[src/rtl/spdif_tx_pkg.sv]
package spdif_tx_pkg;

   localparam int unsigned SAMPLE_W = 24;
   localparam int unsigned SLOT_HALVES = 64;

   typedef enum logic [1:0] {
      FMT_LEFT  = 2'd0,
      FMT_DELAY = 2'd1,
      FMT_RIGHT = 2'd2
   } ser_fmt_e;

   // preamble half-cell patterns, MSB sent first, for a line previously at 0
   localparam logic [7:0] PRE_BLOCK = 8'b11101000;
   localparam logic [7:0] PRE_LEFT  = 8'b11100010;
   localparam logic [7:0] PRE_RIGHT = 8'b11100100;

   function automatic logic [4:0] word_bits(input logic [1:0] code);
      case (code)
         2'd0:    return 5'd16;
         2'd1:    return 5'd18;
         2'd2:    return 5'd20;
         default: return 5'd24;
      endcase
   endfunction

endpackage

[src/rtl/spdif_tx_deser.sv]
module spdif_tx_deser
   import spdif_tx_pkg::*;
#(
   parameter int unsigned SYNC_STAGES = 2
) (
   input  logic                clk,
   input  logic                rst_n,
   input  logic [1:0]          fmt,
   input  logic [1:0]          word_len,
   input  logic                bclk,
   input  logic                fsync,
   input  logic                sdata,
   output logic                pair_stb,
   output logic [SAMPLE_W-1:0] pair_l,
   output logic [SAMPLE_W-1:0] pair_r
);
   localparam int unsigned CW = 6;
   localparam logic [CW-1:0] CMAX = '1;

   logic bclk_s, fs_s, sd_s;

   generate
      if (SYNC_STAGES == 0) begin : g_direct
         assign {bclk_s, fs_s, sd_s} = {bclk, fsync, sdata};
      end else begin : g_sync
         logic [2:0] stg [SYNC_STAGES];
         always_ff @(posedge clk or negedge rst_n) begin
            if (!rst_n) begin
               for (int i = 0; i < SYNC_STAGES; i++) stg[i] <= '0;
            end else begin
               stg[0] <= {bclk, fsync, sdata};
               for (int i = 1; i < SYNC_STAGES; i++) stg[i] <= stg[i-1];
            end
         end
         assign {bclk_s, fs_s, sd_s} = stg[SYNC_STAGES-1];
      end
   endgenerate

   logic                bclk_q, fs_prev, have_left;
   logic [CW-1:0]       cnt, idx, tgt;
   logic [SAMPLE_W-1:0] sr, sr_nx, left_q, word;
   logic                rise, chg, is_dly, is_rj, left_lvl, cap, cap_left;
   logic [4:0]          nb;

   always_comb begin
      nb       = word_bits(word_len);
      is_dly   = (fmt == FMT_DELAY);
      is_rj    = (fmt == FMT_RIGHT);
      left_lvl = ~is_dly;
      rise     = bclk_s & ~bclk_q;
      chg      = fs_s ^ fs_prev;
      idx      = chg ? '0 : cnt;
      sr_nx    = {sr[SAMPLE_W-2:0], sd_s};
      tgt      = CW'(nb) - CW'(!is_dly);
      if (is_rj) begin
         cap      = rise & chg;
         cap_left = (fs_prev == left_lvl);
         word     = sr << (SAMPLE_W - 32'(nb));
      end else begin
         cap      = rise & (idx == tgt);
         cap_left = (fs_s == left_lvl);
         word     = sr_nx << (SAMPLE_W - 32'(nb));
      end
   end

   always_ff @(posedge clk or negedge rst_n) begin
      if (!rst_n) begin
         bclk_q    <= 1'b0;
         fs_prev   <= 1'b0;
         cnt       <= CMAX;
         sr        <= '0;
         left_q    <= '0;
         have_left <= 1'b0;
         pair_stb  <= 1'b0;
         pair_l    <= '0;
         pair_r    <= '0;
      end else begin
         bclk_q   <= bclk_s;
         pair_stb <= 1'b0;
         if (rise) begin
            fs_prev <= fs_s;
            sr      <= sr_nx;
            cnt     <= (idx == CMAX) ? CMAX : idx + 1'b1;
            if (cap) begin
               if (cap_left) begin
                  left_q    <= word;
                  have_left <= 1'b1;
               end else if (have_left) begin
                  pair_l    <= left_q;
                  pair_r    <= word;
                  pair_stb  <= 1'b1;
                  have_left <= 1'b0;
               end
            end
         end
      end
   end

endmodule

[src/rtl/spdif_tx_framer.sv]
module spdif_tx_framer
   import spdif_tx_pkg::*;
#(
   parameter int unsigned             BLOCK_FRAMES = 192,
   parameter logic [BLOCK_FRAMES-1:0] CSTAT        = '0
) (
   input  logic                clk,
   input  logic                rst_n,
   input  logic                cell_tick,
   input  logic                pair_stb,
   input  logic [SAMPLE_W-1:0] pair_l,
   input  logic [SAMPLE_W-1:0] pair_r,
   output logic                line_out
);
   localparam int unsigned FW = $clog2(BLOCK_FRAMES);
   localparam logic [FW-1:0] FLAST = FW'(BLOCK_FRAMES - 1);

   logic [5:0]          h;
   logic                ch, pol_q, pend, vflag;
   logic [FW-1:0]       frm;
   logic [SAMPLE_W-1:0] cur_l, cur_r, pend_l, pend_r, word;
   logic [31:0]         slots;
   logic [7:0]          pre;
   logic                cbit, par, pol, line_nx;

   always_comb begin
      word  = ch ? cur_r : cur_l;
      cbit  = CSTAT[frm];
      par   = ^word ^ vflag ^ cbit;
      slots = {par, cbit, 1'b0, vflag, word, 4'b0000};
      pre   = ch ? PRE_RIGHT : ((frm == '0) ? PRE_BLOCK : PRE_LEFT);
      pol   = (h == '0) ? line_out : pol_q;
      if (h[5:3] == 3'd0)
         line_nx = pre[~h[2:0]] ^ pol;
      else if (!h[0])
         line_nx = ~line_out;
      else
         line_nx = line_out ^ slots[h[5:1]];
   end

   always_ff @(posedge clk or negedge rst_n) begin
      if (!rst_n) begin
         h        <= '0;
         ch       <= 1'b0;
         frm      <= '0;
         pol_q    <= 1'b0;
         line_out <= 1'b0;
         cur_l    <= '0;
         cur_r    <= '0;
         vflag    <= 1'b1;
         pend     <= 1'b0;
         pend_l   <= '0;
         pend_r   <= '0;
      end else begin
         if (cell_tick) begin
            line_out <= line_nx;
            h        <= h + 1'b1;
            if (h == '0) pol_q <= line_out;
            if (h == '0 && !ch) begin
               if (pend) begin
                  cur_l <= pend_l;
                  cur_r <= pend_r;
                  vflag <= 1'b0;
               end else begin
                  vflag <= 1'b1;
               end
               pend <= 1'b0;
            end
            if (h == 6'd63) begin
               ch <= ~ch;
               if (ch) frm <= (frm == FLAST) ? '0 : frm + 1'b1;
            end
         end
         if (pair_stb) begin
            pend   <= 1'b1;
            pend_l <= pair_l;
            pend_r <= pair_r;
         end
      end
   end

endmodule

[src/rtl/spdif_tx.sv]
module spdif_tx
   import spdif_tx_pkg::*;
#(
   parameter int unsigned             SYNC_STAGES  = 2,
   parameter int unsigned             BLOCK_FRAMES = 192,
   parameter logic [BLOCK_FRAMES-1:0] CSTAT        = BLOCK_FRAMES'(8'b0000_0110)
) (
   input  logic       clk,
   input  logic       rst_n,
   input  logic [1:0] fmt,
   input  logic [1:0] word_len,
   input  logic       bclk,
   input  logic       fsync,
   input  logic       sdata,
   input  logic       cell_tick,
   output logic       line_out
);
   generate
      if (SYNC_STAGES > 4) begin : g_bad_sync
         $error("spdif_tx: SYNC_STAGES must be 0 to 4");
      end
      if (BLOCK_FRAMES < 2) begin : g_bad_block
         $error("spdif_tx: BLOCK_FRAMES must be at least 2");
      end
   endgenerate

   logic                pair_stb;
   logic [SAMPLE_W-1:0] pair_l, pair_r;

   spdif_tx_deser #(.SYNC_STAGES(SYNC_STAGES)) u_deser (
      .clk      (clk),
      .rst_n    (rst_n),
      .fmt      (fmt),
      .word_len (word_len),
      .bclk     (bclk),
      .fsync    (fsync),
      .sdata    (sdata),
      .pair_stb (pair_stb),
      .pair_l   (pair_l),
      .pair_r   (pair_r)
   );

   spdif_tx_framer #(.BLOCK_FRAMES(BLOCK_FRAMES), .CSTAT(CSTAT)) u_framer (
      .clk       (clk),
      .rst_n     (rst_n),
      .cell_tick (cell_tick),
      .pair_stb  (pair_stb),
      .pair_l    (pair_l),
      .pair_r    (pair_r),
      .line_out  (line_out)
   );

endmodule

[config.mk]
export PLATFORM = sky130hd
export DESIGN_NAME = spdif_tx
export DESIGN_NICKNAME = d
export VERILOG_FILES = /design/src/rtl/spdif_tx_pkg.sv /design/src/rtl/spdif_tx_deser.sv /design/src/rtl/spdif_tx_framer.sv /design/src/rtl/spdif_tx.sv
export SDC_FILE = /design/constraint.sdc
export NUM_CORES = 1
export LEC_CHECK = 0
export ABC_AREA = 1
export BUFFER_PORTS_ARGS = -buffer_cell sky130_fd_sc_hd__clkbuf_2
export CORE_MARGIN = 10
export CORE_UTILIZATION = 52
export DETAILED_ROUTE_END_ITERATION = 6
export PLACE_DENSITY_LB_ADDON = 0.05
export SYNTH_ARGS = -nofsm -noshare
export SYNTH_HDL_FRONTEND = slang
export SYNTH_SLANG_ARGS = --single-unit
export TNS_END_PERCENT = 1
[constraint.sdc]
create_clock -name clk -period 2.52 [get_ports clk]
set_input_delay 0.252 -clock clk [delete_from_list [all_inputs] [get_ports clk]]
set_output_delay 0.252 -clock clk [all_outputs]
set_load 0.01 [all_outputs]
==> results.json <==
{
  "hp-class": "input pin to register",
  "setup.worst_path.end_class": "register",
  "ys_seq_area_share_pct": 50.28,
  "final.period_utilization_pct": 97.90,
  "syn_avg_cell_area_um2": 8.146,
  "slowest_stage": "dfrtp_1",
  "status": "complete, no violations",
  "placed_area_mm2": 0.01197,
  "fin_cells": 1724,
  "core_area_mm2": 0.02122,
  "port_buffers": 10,
  "p_total_mw": 12.29,
  "skew_ns": 0.01600,
  "nFillCells": 1863,
  "min_period_ns": 2.467,
  "p_sw_mw": 4.031,
  "grt_start_max_net_pins": 76,
  "switching_share_pct": 32.81,
  "wl_per_cell_um": 14.01,
  "worst_pin_slew_ns": 0.6441,
  "antenna_found_initial": 0,
  "p_seq_share_pct": 37.1,
  "utilization_pct": 62.40,
  "clk_pin_slew_ns": 0.06,
  "fmax_ghz": 0.4054,
  "cp_max_fo": 8,
  "insertion_delay_ns": 0.52,
  "via_count": 8671,
  "crit_family": "simple AND/OR/NAND/NOR gates",
  "worstSetupStartpointType": "register",
  "first_global_vias": 8229,
  "dp_cells": 1664,
  "final_cell_area_mm2": 0.01324,
  "p_per_area_mw_per_mm2": 927.8,
  "area_delta_synth_final_pct": 17.03,
  "synth_cell_types": 42,
  "drt_iter0_markers": 467,
  "cts_tree": "built",
  "pin_count": 11,
  "p_leak_nw": 6.728,
  "synth_top_flop_cell": "dfrtp_1",
  "relSlewSlack_pct": 57.06,
  "async_flop_share_pct": 100.0,
  "hold_viol": 0,
  "crit_type": "register to register",
  "wirelength_um": 24150,
  "synth_edf_count": 0,
  "ctsHtreeMaxLevel": 1,
  "synthCells": 1389,
  "overflow": 0,
  "arrival_ns": 2.92,
  "tns_ns": 0,
  "die_area_mm2": 0.02806,
  "die_h_um": 167.5,
  "hold_path_depth": 2,
  "numCtsBuffers": 26,
  "ys_ff_latch": 227,
  "rsz0062_at_grt": "true",
  "drive_gt1_share_pct": 18.01,
  "dp_hpwl_um": 16910,
  "netlist_area_mm2": 0.01131,
  "maxCapViolations": 0,
  "cts_buffer_depth": 3,
  "crit_top_cell": "nand2_1",
  "cpPeakStageDelay_ns": 0.36,
  "synth_nets": 1409,
  "gp_congestion": 0.8374,
  "start_util_pct": 53.32,
  "worst-path-buf-inv": 4,
  "die_x_um": 167.5,
  "rows": 53,
  "clkSinkCount": 227,
  "setup_viol_count_final": 0,
  "peakVddDrop_mv": 0.6971,
  "grt_util_all_layers_pct": 16.72,
  "required_ns": 2.97,
  "power_frac_clock_pct": 32.7,
  "drcViolationCount": 0,
  "root_buffer": "clkbuf_16",
  "firstDrtPassIters": 5,
  "grt_pass1_wl_um": 40550,
  "diodes": 0,
  "final_antenna_net_count": 0,
  "slew_viol_final": 0,
  "viasPerCell": 5.030,
  "p_int_mw": 8.254,
  "ff2ff_path_depth": 26,
  "yosysWarnings": 0,
  "p_comb_share_pct": 30.2,
  "layout.nets": 1449,
  "path_depth": 26
}
==> final cells by class <==
type	count	area (µm²)	share of cell area [%]
flip-flops and latches	227	5690	42.97
multi-input cells	937	4822	36.42
repair buffers	81	838.3	6.331
clock buffers	40	794.5	6.000
inverters	156	608.1	4.592
well taps	275	344.1	2.599
clock inverters	8	143.9	1.087
==> per-layer routing <==
layer	wire length [µm]	share of wire, %	vias up	global-route usage [%]
met5	0	0	-	0
met4	421	1.7	0	3.899
met3	732	3.0	29	2.528
met2	11490	48	95	27.44
met1	11510	48	4028	22.82
li1	-	-	4519	-
==> sequential cells by signal (all words and copies together), names as in the netlist, 4 cells and up <==
register            count
u_deser.g_sync.stg      4
u_deser.pair_r         24
u_framer.h              6
u_deser.pair_l         24
u_framer.pend_l        24
u_framer.cur_l         24
u_framer.frm            8
u_framer.cur_r         24
u_framer.pend_r        24
u_deser.sr             24
u_deser.left_q         24
u_deser.cnt             6
==> through the flow <==
step	hold slack, ns	setup slack (ns)
after floorplan	-0.04359	0.01564
after global placement	0.2851	0.04918
after detailed placement	0.2785	-0.03565
after CTS	0.006789	0.01617
after global routing	0.04822	-0.1841
final	0.02438	0.05304
==> power groups by stage <==
stage	sequential, mW	clock, mW	combinational, mW
3_3_place_gp	4.60	0	3.20
3_5_place_dp	4.61	0	3.26
4_1_cts	4.55	4.12	3.29
6_report	4.56	4.02	3.71
2_1_floorplan	4.49	0	2.45
5_1_grt	4.62	4.26	4.20
==> cells by family after synthesis <==
group	after synthesis	synth area share, %
xor gates and xnor gates	17	1.316
and+or+nand+nor	592	20.48
muxes	44	4.335
AOI/OAI and AO/OA	274	13.86
buffers and inverters	225	8.625
DFF	227	50.28
adders and majority gates	10	1.106
==> what timing repair did <==
| item | in CTS | in global routing |
|---|---|---|
| endpoints found under the setup margin | 0 | 75 |
| setup buffers | 0 | 3 |
| hold buffers | 4 | 0 |
| endpoints found under the hold margin | 72 | 0 |
| resized for setup | 0 | 55 |
==> cell usage in the layout, fill, tap and decap left out, types with 8 or more instances in the layout <==
master,synthesis,final
dfrtp_1,220,219
nand2_1,498,462
clkbuf_16,0,31
a21oi_1,34,33
nor2_1,47,45
mux2_2,40,40
o21ai_0,166,165
buf_4,2,47
inv_1,149,145
o21ai_2,26,28
clkbuf_2,0,9
buf_12,0,12
xor2_1,14,14
o22ai_1,14,14
ha_1,10,8
o211ai_1,10,10
nand3_1,20,16
nand2_2,5,40
==> path summary, 6_finish.rpt <==
check                                            from                 end  slack, ns
max in group asynchronous                       rst_n      u_deser.cnt[1]       1.50
worst min register to register  u_deser.g_sync.stg[5]      u_deser.bclk_s       0.35
worst max register to register            u_framer.ch   u_framer.line_out       0.05
worst min-delay path                        cell_tick       u_framer.h[0]       0.02
worst max-delay path                      u_framer.ch   u_framer.line_out       0.05
min in group asynchronous                       rst_n  u_framer.cur_l[16]       0.30
==> cell usage after synthesis, types with 2 or more instances <==
cell type	number	share of area, %
nand2_1	498	17
a22oi_1	5	0.33
nand2_2	5	0.28
nor4_1	5	0.28
buf_4	2	0.13
mux2_2	40	4.0
buf_2	5	0.22
inv_2	3	0.10
clkinv_1	2	0.066
o21ai_0	166	7.3
xnor2_1	3	0.23
mux2i_1	4	0.35
nor2_1	47	1.6
clkbuf_1	45	1.5
dfstp_2	7	1.6
nor3_1	7	0.31
xor2_1	14	1.1
a21oi_1	34	1.5
nand4_1	5	0.28
nor2_2	2	0.11
buf_1	2	0.066
buf_6	15	1.5
o21ai_2	26	2.0
o211ai_1	10	0.66
inv_4	2	0.11
dfrtp_1	220	49
ha_1	10	1.1
a31oi_1	6	0.33
o21ai_1	6	0.27
nand3_1	20	0.88
o22ai_1	14	0.77
inv_1	149	4.9
(Power assumes the default switching activity.)
